### config.mk
export PLATFORM = sky130hd
export DESIGN_NAME = byte_host_bridge
export DESIGN_NICKNAME = d
export VERILOG_FILES = /design/src/rtl/hb_pkg.sv /design/src/rtl/hb_uart_rx.sv /design/src/rtl/hb_uart_tx.sv /design/src/rtl/hb_par_port.sv /design/src/rtl/byte_host_bridge.sv
export SDC_FILE = /design/constraint.sdc
export NUM_CORES = 1
export LEC_CHECK = 0
export ABC_AREA = 1
export BUFFER_PORTS_ARGS = -buffer_cell sky130_fd_sc_hd__clkbuf_2
export CAP_MARGIN = 0
export CORE_AREA = 5 5 80 156
export DETAILED_ROUTE_END_ITERATION = 16
export DIE_AREA = 0 0 85 161
export MAX_ROUTING_LAYER = met4
export SLEW_MARGIN = 10
export SYNTH_ARGS = -nofsm -noshare
export SYNTH_HDL_FRONTEND = slang
export SYNTH_SLANG_ARGS = --single-unit
### constraint.sdc
create_clock -name clk -period 1.35 [get_ports clk]
set_input_delay 0.0675 -clock clk [delete_from_list [all_inputs] [get_ports clk]]
set_output_delay 0.0675 -clock clk [all_outputs]
set_load 0.01 [all_outputs]
### src/rtl/hb_pkg.sv
package hb_pkg;
  typedef enum logic [2:0] {
    RX_IDLE, RX_START, RX_DATA, RX_STOP, RX_WAITHI
  } rx_state_t;
endpackage

### src/rtl/hb_uart_rx.sv
module hb_uart_rx #(
  parameter int DATA_W       = 8,
  parameter int CLKS_PER_BIT = 200
) (
  input  logic              clk,
  input  logic              rst,
  input  logic              en,
  input  logic              line_i,
  output logic [DATA_W-1:0] byte_o,
  output logic              stb_o
);
  import hb_pkg::*;
  localparam int CW   = $clog2(CLKS_PER_BIT);
  localparam int HALF = CLKS_PER_BIT / 2;
  localparam int BW   = $clog2(DATA_W);

  logic            s1, s2;
  rx_state_t       st;
  logic [CW-1:0]   cnt;
  logic [BW-1:0]   bitn;
  logic [DATA_W-1:0] shr;

  always_ff @(posedge clk) begin
    if (rst) begin
      s1 <= 1'b1;
      s2 <= 1'b1;
    end else begin
      s1 <= line_i;
      s2 <= s1;
    end
  end

  always_ff @(posedge clk) begin
    stb_o <= 1'b0;
    if (rst || !en) begin
      st     <= RX_IDLE;
      cnt    <= '0;
      bitn   <= '0;
      shr    <= '0;
      byte_o <= '0;
    end else begin
      case (st)
        RX_IDLE: begin
          cnt <= '0;
          if (!s2) st <= RX_START;
        end
        RX_START: begin
          if (cnt == CW'(HALF - 1)) begin
            cnt  <= '0;
            bitn <= '0;
            st   <= s2 ? RX_IDLE : RX_DATA;
          end else cnt <= cnt + 1'b1;
        end
        RX_DATA: begin
          if (cnt == CW'(CLKS_PER_BIT - 1)) begin
            cnt <= '0;
            shr <= {s2, shr[DATA_W-1:1]};
            if (bitn == BW'(DATA_W - 1)) st <= RX_STOP;
            else bitn <= bitn + 1'b1;
          end else cnt <= cnt + 1'b1;
        end
        RX_STOP: begin
          if (cnt == CW'(CLKS_PER_BIT - 1)) begin
            cnt <= '0;
            if (s2) begin
              byte_o <= shr;
              stb_o  <= 1'b1;
              st     <= RX_IDLE;
            end else st <= RX_WAITHI;
          end else cnt <= cnt + 1'b1;
        end
        RX_WAITHI: if (s2) st <= RX_IDLE;
        default: st <= RX_IDLE;
      endcase
    end
  end
endmodule

### src/rtl/hb_uart_tx.sv
module hb_uart_tx #(
  parameter int DATA_W       = 8,
  parameter int CLKS_PER_BIT = 200
) (
  input  logic              clk,
  input  logic              rst,
  input  logic              en,
  input  logic              go,
  input  logic [DATA_W-1:0] data_i,
  output logic              line_o,
  output logic              busy_o
);
  localparam int CW = $clog2(CLKS_PER_BIT);
  localparam int FW = DATA_W + 2;
  localparam int NW = $clog2(FW);

  logic [CW-1:0] cnt;
  logic [NW-1:0] nleft;
  logic [FW-1:0] shr;

  always_ff @(posedge clk) begin
    if (rst || !en) begin
      line_o <= 1'b1;
      busy_o <= 1'b0;
      cnt    <= '0;
      nleft  <= '0;
      shr    <= '1;
    end else if (!busy_o) begin
      if (go) begin
        line_o <= 1'b0;
        shr    <= {1'b1, 1'b1, data_i};
        nleft  <= NW'(FW - 1);
        cnt    <= '0;
        busy_o <= 1'b1;
      end
    end else if (cnt == CW'(CLKS_PER_BIT - 1)) begin
      cnt <= '0;
      if (nleft == '0) begin
        busy_o <= 1'b0;
        line_o <= 1'b1;
      end else begin
        line_o <= shr[0];
        shr    <= {1'b1, shr[FW-1:1]};
        nleft  <= nleft - 1'b1;
      end
    end else cnt <= cnt + 1'b1;
  end
endmodule

### src/rtl/hb_par_port.sv
module hb_par_port #(
  parameter int DATA_W = 8,
  parameter int HOLD_W = 2
) (
  input  logic              clk,
  input  logic              rst,
  input  logic              en,
  input  logic              wr_i,
  input  logic [DATA_W-1:0] din_i,
  input  logic              go,
  input  logic [DATA_W-1:0] data_i,
  input  logic [HOLD_W-1:0] hold_i,
  output logic [DATA_W-1:0] rx_o,
  output logic              stb_o,
  output logic [DATA_W-1:0] dout_o,
  output logic              valid_o
);
  logic [HOLD_W-1:0] hcnt;

  always_ff @(posedge clk) begin
    if (rst || !en) begin
      rx_o  <= '0;
      stb_o <= 1'b0;
    end else begin
      stb_o <= wr_i;
      if (wr_i) rx_o <= din_i;
    end
  end

  always_ff @(posedge clk) begin
    if (rst || !en) begin
      dout_o  <= '0;
      valid_o <= 1'b0;
      hcnt    <= '0;
    end else if (!valid_o) begin
      if (go) begin
        dout_o  <= data_i;
        valid_o <= 1'b1;
        hcnt    <= hold_i;
      end
    end else if (hcnt == '0) begin
      valid_o <= 1'b0;
    end else begin
      hcnt <= hcnt - 1'b1;
    end
  end
endmodule

### src/rtl/byte_host_bridge.sv
module byte_host_bridge #(
  parameter int DATA_W       = 8,
  parameter int CLKS_PER_BIT = 200,
  parameter int HOLD_W       = 2
) (
  input  logic              clk,
  input  logic              rst,
  input  logic              mode_par,
  input  logic              ser_rx,
  output logic              ser_tx,
  output logic              ser_busy_o,
  output logic              ser_err_o,
  input  logic [DATA_W-1:0] par_din,
  input  logic              par_wr,
  output logic [DATA_W-1:0] par_dout,
  output logic              par_valid,
  output logic              par_busy_o,
  output logic              par_err_o,
  input  logic [HOLD_W-1:0] hold_sel,
  output logic [DATA_W-1:0] rx_byte,
  output logic              rx_stb,
  input  logic [DATA_W-1:0] tx_byte,
  input  logic              tx_send,
  output logic              tx_busy,
  input  logic              ctl_busy,
  input  logic              ctl_err
);
  logic              s_busy, s_stb, p_stb, accept;
  logic [DATA_W-1:0] s_byte, p_byte;

  assign tx_busy = s_busy | par_valid;
  assign accept  = tx_send & ~tx_busy;

  hb_uart_rx #(.DATA_W(DATA_W), .CLKS_PER_BIT(CLKS_PER_BIT)) u_srx (
    .clk(clk), .rst(rst), .en(~mode_par), .line_i(ser_rx),
    .byte_o(s_byte), .stb_o(s_stb));

  hb_uart_tx #(.DATA_W(DATA_W), .CLKS_PER_BIT(CLKS_PER_BIT)) u_stx (
    .clk(clk), .rst(rst), .en(~mode_par), .go(accept), .data_i(tx_byte),
    .line_o(ser_tx), .busy_o(s_busy));

  hb_par_port #(.DATA_W(DATA_W), .HOLD_W(HOLD_W)) u_par (
    .clk(clk), .rst(rst), .en(mode_par), .wr_i(par_wr), .din_i(par_din),
    .go(accept), .data_i(tx_byte), .hold_i(hold_sel),
    .rx_o(p_byte), .stb_o(p_stb), .dout_o(par_dout), .valid_o(par_valid));

  always_ff @(posedge clk) begin
    if (rst) begin
      rx_byte    <= '0;
      rx_stb     <= 1'b0;
      ser_busy_o <= 1'b0;
      ser_err_o  <= 1'b0;
      par_busy_o <= 1'b0;
      par_err_o  <= 1'b0;
    end else begin
      rx_stb     <= mode_par ? p_stb : s_stb;
      rx_byte    <= mode_par ? p_byte : s_byte;
      ser_busy_o <= ~mode_par & ctl_busy;
      ser_err_o  <= ~mode_par & ctl_err;
      par_busy_o <= mode_par & ctl_busy;
      par_err_o  <= mode_par & ctl_err;
    end
  end
endmodule

# ---- Yosys cells after proc, flatten, opt, wreduce, memory -nomap -nowiden
# Index checks and enable logic that the tools add are counted.
dict set report word_totals {
  elab_cells 121
  input_bits 26
  reg_bits 90
  out_inout_bits 24
}
dict set report classes {
  n_eq_ne 18
  reduce_logical 20
  n_addsub 5
  muxes 43
  bitwise_logic 11
}
# operator n
set ops {}
lappend ops {{$mux 8} 6}
lappend ops {{$mux 10} 4}
lappend ops {{$mux 3} 10}
lappend ops {{$pmux 8 s3} 1}
lappend ops {{$add 8x1->8 const B} 2}
lappend ops {{$eq 8x8->1 const B} 2}
lappend ops {{$mux 4} 4}
lappend ops {{$pmux 3 s5} 1}
lappend ops {{$mux 1} 12}
lappend ops {{$ne 2x1->1 const B} 5}
lappend ops {{$ne 2x2->1 const B} 5}
lappend ops {{$eq 8x7->1 const B} 1}
lappend ops {{$mux 2} 4}
lappend ops {{$reduce_and 2->1} 4}
lappend ops {{$eq 3x2->1 const B} 2}
lappend ops {{$eq 3x3->1 const B} 2}
lappend ops {{$pmux 3 s2} 1}
lappend ops {{$reduce_and 3->1} 2}
lappend ops {{$reduce_and 6->1} 1}
lappend ops {{$reduce_bool 2->1} 3}
lappend ops {{$and 1x1->1} 5}
lappend ops {{$not 1->1} 5}
lappend ops {{$logic_not 4->1} 1}
lappend ops {{$reduce_and 4->1} 1}
lappend ops {{other kinds (12)} 13}

# ---- Logic depth before layout (Yosys ltp)
dict set report depth {
  ltp_word 5
  depth_mapped 11
  mapped_depth_nobuf 11
}

# ---- By module
# From an unflattened synthesis, not the netlist that was laid out.
dict set report hier_totals {
  cells_unflattened 571
  area_unflattened_um2 4096.4
}
# module seq_area_each_um2 cells_each instances area_per_inst_um2
set by_module_without_submodules {}
lappend by_module_without_submodules {hb_uart_rx 660.6 216 1 1566.5}
lappend by_module_without_submodules {hb_uart_tx 440.4 185 1 1275.0}
lappend by_module_without_submodules {hb_par_port 400.4 99 1 754.5}
lappend by_module_without_submodules {byte_host_bridge 260.2 71 1 500.5}

# ---- Least setup slack after synthesis
# OpenSTA, ideal clock, no wires.
dict set report synth_timing {
  kind {register to register}
  start {register u_srx.cnt[0]}
  end {register u_srx.byte_o[1]}
  period_less_slack_ns 1.439
  setup_ns 0.115
  required_ns 1.235
  setup_slack_ns -0.089
  t_arrival_ns 1.324
  stages_incl_launch_ff 9
  path_buffers 0
  path_cell_list {dfxtp_1 ha_1 nand2_1 nor2_2 nand2_4 nor3_2 inv_1 o21ai_0 inv_1}
}
dict set report synth_via {
  elab_chain_len 2
}
# item line_no
set synth_rtl {}
lappend synth_rtl {{start, declared} hb_uart_rx.sv:19} ;# logic [CW-1:0] cnt;
lappend synth_rtl {{start signal, assigned} hb_uart_rx.sv:52} ;# end else cnt <= cnt + 1'b1;
lappend synth_rtl {{start signal, assigned} hb_uart_rx.sv:60} ;# end else cnt <= cnt + 1'b1;
lappend synth_rtl {{start signal, assigned} hb_uart_rx.sv:70} ;# end else cnt <= cnt + 1'b1;
lappend synth_rtl {{$eq 8x8->1} hb_uart_rx.sv:63} ;# if (cnt == CW'(CLKS_PER_BIT - 1)) begin
lappend synth_rtl {{$reduce_and 3->1 (no source line)} n/a}
lappend synth_rtl {{end signal, assigned} hb_uart_rx.sv:66} ;# byte_o <= shr;
lappend synth_rtl {{end, declared} hb_uart_rx.sv:9} ;# output logic [DATA_W-1:0] byte_o,
# Every way passes these cells.
# A chain may end at the register's enable or synchronous reset.

# ---- Worst setup path after layout
dict set report layout_timing {
  start {register u_srx.cnt[0]}
  end {register u_srx.bitn[1]}
}
dict set report layout_via {
  elab_chain_len 3
  elab_cells_between_ends 5
  classes_between {eq/ne (4); reduce/logical (1)}
}
# item line_no
set layout_rtl {}
lappend layout_rtl {{$eq 8x8->1 / $eq 8x7->1 (equally long branches)} {hb_uart_rx.sv:55, hb_uart_rx.sv:48}}
lappend layout_rtl {{$ne 2x1->1 (no source line)} n/a}
lappend layout_rtl {{$reduce_and 4->1 (no source line) (*)} n/a}
lappend layout_rtl {{end signal, assigned} hb_uart_rx.sv:59} ;# else bitn <= bitn + 1'b1;
lappend layout_rtl {{end, declared} hb_uart_rx.sv:20} ;# logic [BW-1:0] bitn;
# Mark *: on every way between the ends. The rest lies on a longest branch, timed or not.

==> metrics.txt <==
outcome=complete, but fails checks; failing checks=negative setup slack; port bufs=around 50; # DRC=0; antenna cells=0; Min-Delay Path Class=primary input to flip-flop; Layout Nets=roughly 640; Num CTS Buffers=9; TritonRoute pass-1 iters=4; post-synth top area cell=dfxtp_1; Initial Util=34.1%; Inst Count DP=716; initial antenna violation count=0; Post-Route Setup TNS=-0.257 ns; Slew Limit Fails=0; CP startpoint kind=flip-flop; height of the chip=~160 um; maximum vdd drop=around 770 uV; Post-synth EDFFs=0; area grow syn2layout=35.9%; Setup WS pre-CTS=-0.0714 ns; Core ar.=roughly 11000 um^2; DPL Wire Length=between 6000 and 7000 um; CP cell instances=ha_4, inv_1, nor3_2, nand2_1, nand2_2, nand2_4, inv_8, nand2_4, nand2_2, nand2_1, nor2_1; Max clock buf depth=2; PnR worst setup slack=-0.0452 ns; Synth Net Count=~540; Worst Clk Skew=between 0.006 and 0.007 ns; largest net degree at the start of global routing=27; pwr/cell area=roughly 1200 nW/um^2; critical path endpoint category=flip-flop; critical path type=flip-flop to flip-flop; CTS clk-pin slew, worst paths=roughly 0.07 ns; Die Wd=85 um; Max-Cap Viols=0; final-report hold violation count=0; YS warnings=0; CP arrival=1.66 ns; full die area=13700 um^2; CTS tree=built; WL/cell=about 12 um; global route overflow=0; number of global-route vias before repair=3143; synthesized instance count=506; distinct cell type count after synthesis=41; fraction of layout cells with a size suffix above 1=30.0%; leak pwr=0.00245 uW; Fmax=around 0.7 GHz; vias per inst=approximately 4.5; DR iter-0 viols=roughly 190; CP max-delay cell=dfxtp_4; later-pin clock latency in the skew report=roughly 0.34 ns; Clock Tree Root=clkbuf_16; fillcell total=~1100; fin cells=between 700 and 800; RSZ-0062 raised after global routing=yes; Overall Global Routing Usage=13.0%; final setup vio count=12; Required @ worst endpoint=1.62 ns; detailed-route wire length=slightly below 9000 um; first-pass GRT wire length=around 14000 um; WHS=between 0.05 and 0.06 ns; Max stage delay on crit path=~0.36 ns; io pins=50; register area share after synthesis=a little under half; min Tclk post-route=between 1 and 1.5 ns; Synth Cell Area=approximately 3800 um^2; Vias=3416; final core occ=between 40% and 50%; Routed Antenna Nets=0; Synth async-reset ratio=0%; syn_area_per_cell=~7.5 um^2; Site Rows=55; Synth area leaders=dfxtp_1 (46%), nand2_1 (9.4%), inv_1 (7.2%), o21ai_0 (5.3%), nor2_1 (5.0%); worst slew pin tran=0.396 ns; routability cong.=slightly below 0.9; Slew headroom=between 70 and 80%; Sink Count=~90; Max Fanout on Critical Path=8; fin crit share=103%; top-count cell post-synth=nand2_1; Synth top area share=~46%; Top FF cell, synth=dfxtp_1; synth cell count leaders=nand2_1 (95), dfxtp_1 (88), inv_1 (73); H-tree levels=3; Synth Register Bits=88
==> kinds of logic after synthesis <==
family | Yosys count | synth area share, %
adder cells (fa/ha/maj) | 7 | 2.30
XOR/XNOR | 4 | 0.921
buffers and inverters | 97 | 10.6
AO/OA/AOI/OAI | 105 | 15.6
flip-flops | 88 | 46.3
AND/OR/NAND/NOR | 205 | 24.3
==> power breakdown <==
part           internal (uW)  switching [uW]  total (uW)
clock                   1450            1050        2500
sequential              2670            58.2        2730
combinational            342             473         815
total                   4470            1580        6050
==> final timing paths <==
path,start,slack (ns),to,cells past startpoint
max,u_srx.cnt[0],-0.05,u_srx.bitn[1],11
min reg2reg,u_srx.s1,0.41,u_srx.s2,1
min,rst,0.05,u_srx.s1,2
max reg2reg,u_srx.cnt[0],-0.05,u_srx.bitn[1],11
==> critical path: cells and delay by family (launching register included) <==
kind / cells / cell delay [ns]
buffers and inverters: 2 / 0.13
flip-flops: 1 / 0.36
adder cells (fa/ha/maj): 1 / 0.15
AND/OR/NAND/NOR: 8 / 0.68
==> metrics by stage <==
step | instance area, um^2 | total power [uW]
after global placement | 4440 | 3470
final | 5170 | 6050
after floorplan | 3820 | 3250
after CTS | 4970 | 6060
after global routing | 5170 | 6340
after detailed placement | 4440 | 3470
==> layout by cell type (no fill, tap or decap), types with 3 or more instances in the layout <==
cell type and n:
nand2_1 87, dfxtp_1 75, inv_1 65, clkbuf_2 49, nor2_1 45, a21oi_1 36
o21ai_0 35, buf_4 33, nand3_1 27, dlygate4sd3_1 20, inv_2 14, dfxtp_2 12
nand2_2 9, o21ai_1 9, clkbuf_16 9, nand2_4 8, o211ai_1 8, nor2_2 7
nand3_2 6, ha_4 5, xor2_1 4, nor2_4 3, a22oi_1 3, nor3_2 3
nand3b_1 3, a21oi_2 3
==> state kept, by name, indices dropped and copies added, names as in the netlist, 8 cells and up <==
name	count
rx_byte	8
u_par.rx_o	8
u_stx.shr	8
u_par.dout_o	8
u_srx.byte_o	8
u_stx.cnt	8
u_srx.shr	8
u_srx.cnt	8
==> layout make-up <==
| cell class | count | area [um^2] | area share (%) |
|---|---|---|---|
| well taps | 142 | 178 | 3.44 |
| flip-flops and latches | 88 | 1780 | 34.4 |
| clock inverters | 7 | 80.1 | 1.55 |
| inverters | 83 | 324 | 6.27 |
| repair buffers | 105 | 744 | 14.4 |
| clock buffers | 9 | 225 | 4.36 |
| multi-input cells | 321 | 1840 | 35.6 |
==> routing by layer <==
layer	track usage, %	wire [um]	up-vias
met5	-	0	-
met3	3.06	385	6
li1	-	-	1824
met1	17.5	4130	1513
met4	3.24	74	0
met2	19.8	4110	73
==> repair_timing <==
action / in CTS / in global routing
hold buffers: 20 / 0
endpoints found under the hold margin: 22 / 0
endpoints found under the setup margin: 30 / 53
resized for setup: 12 / 55
pin swaps: 6 / 23
cloned: 0 / 0
setup buffers: 0 / 3
Power figures use the tool's default switching activity.
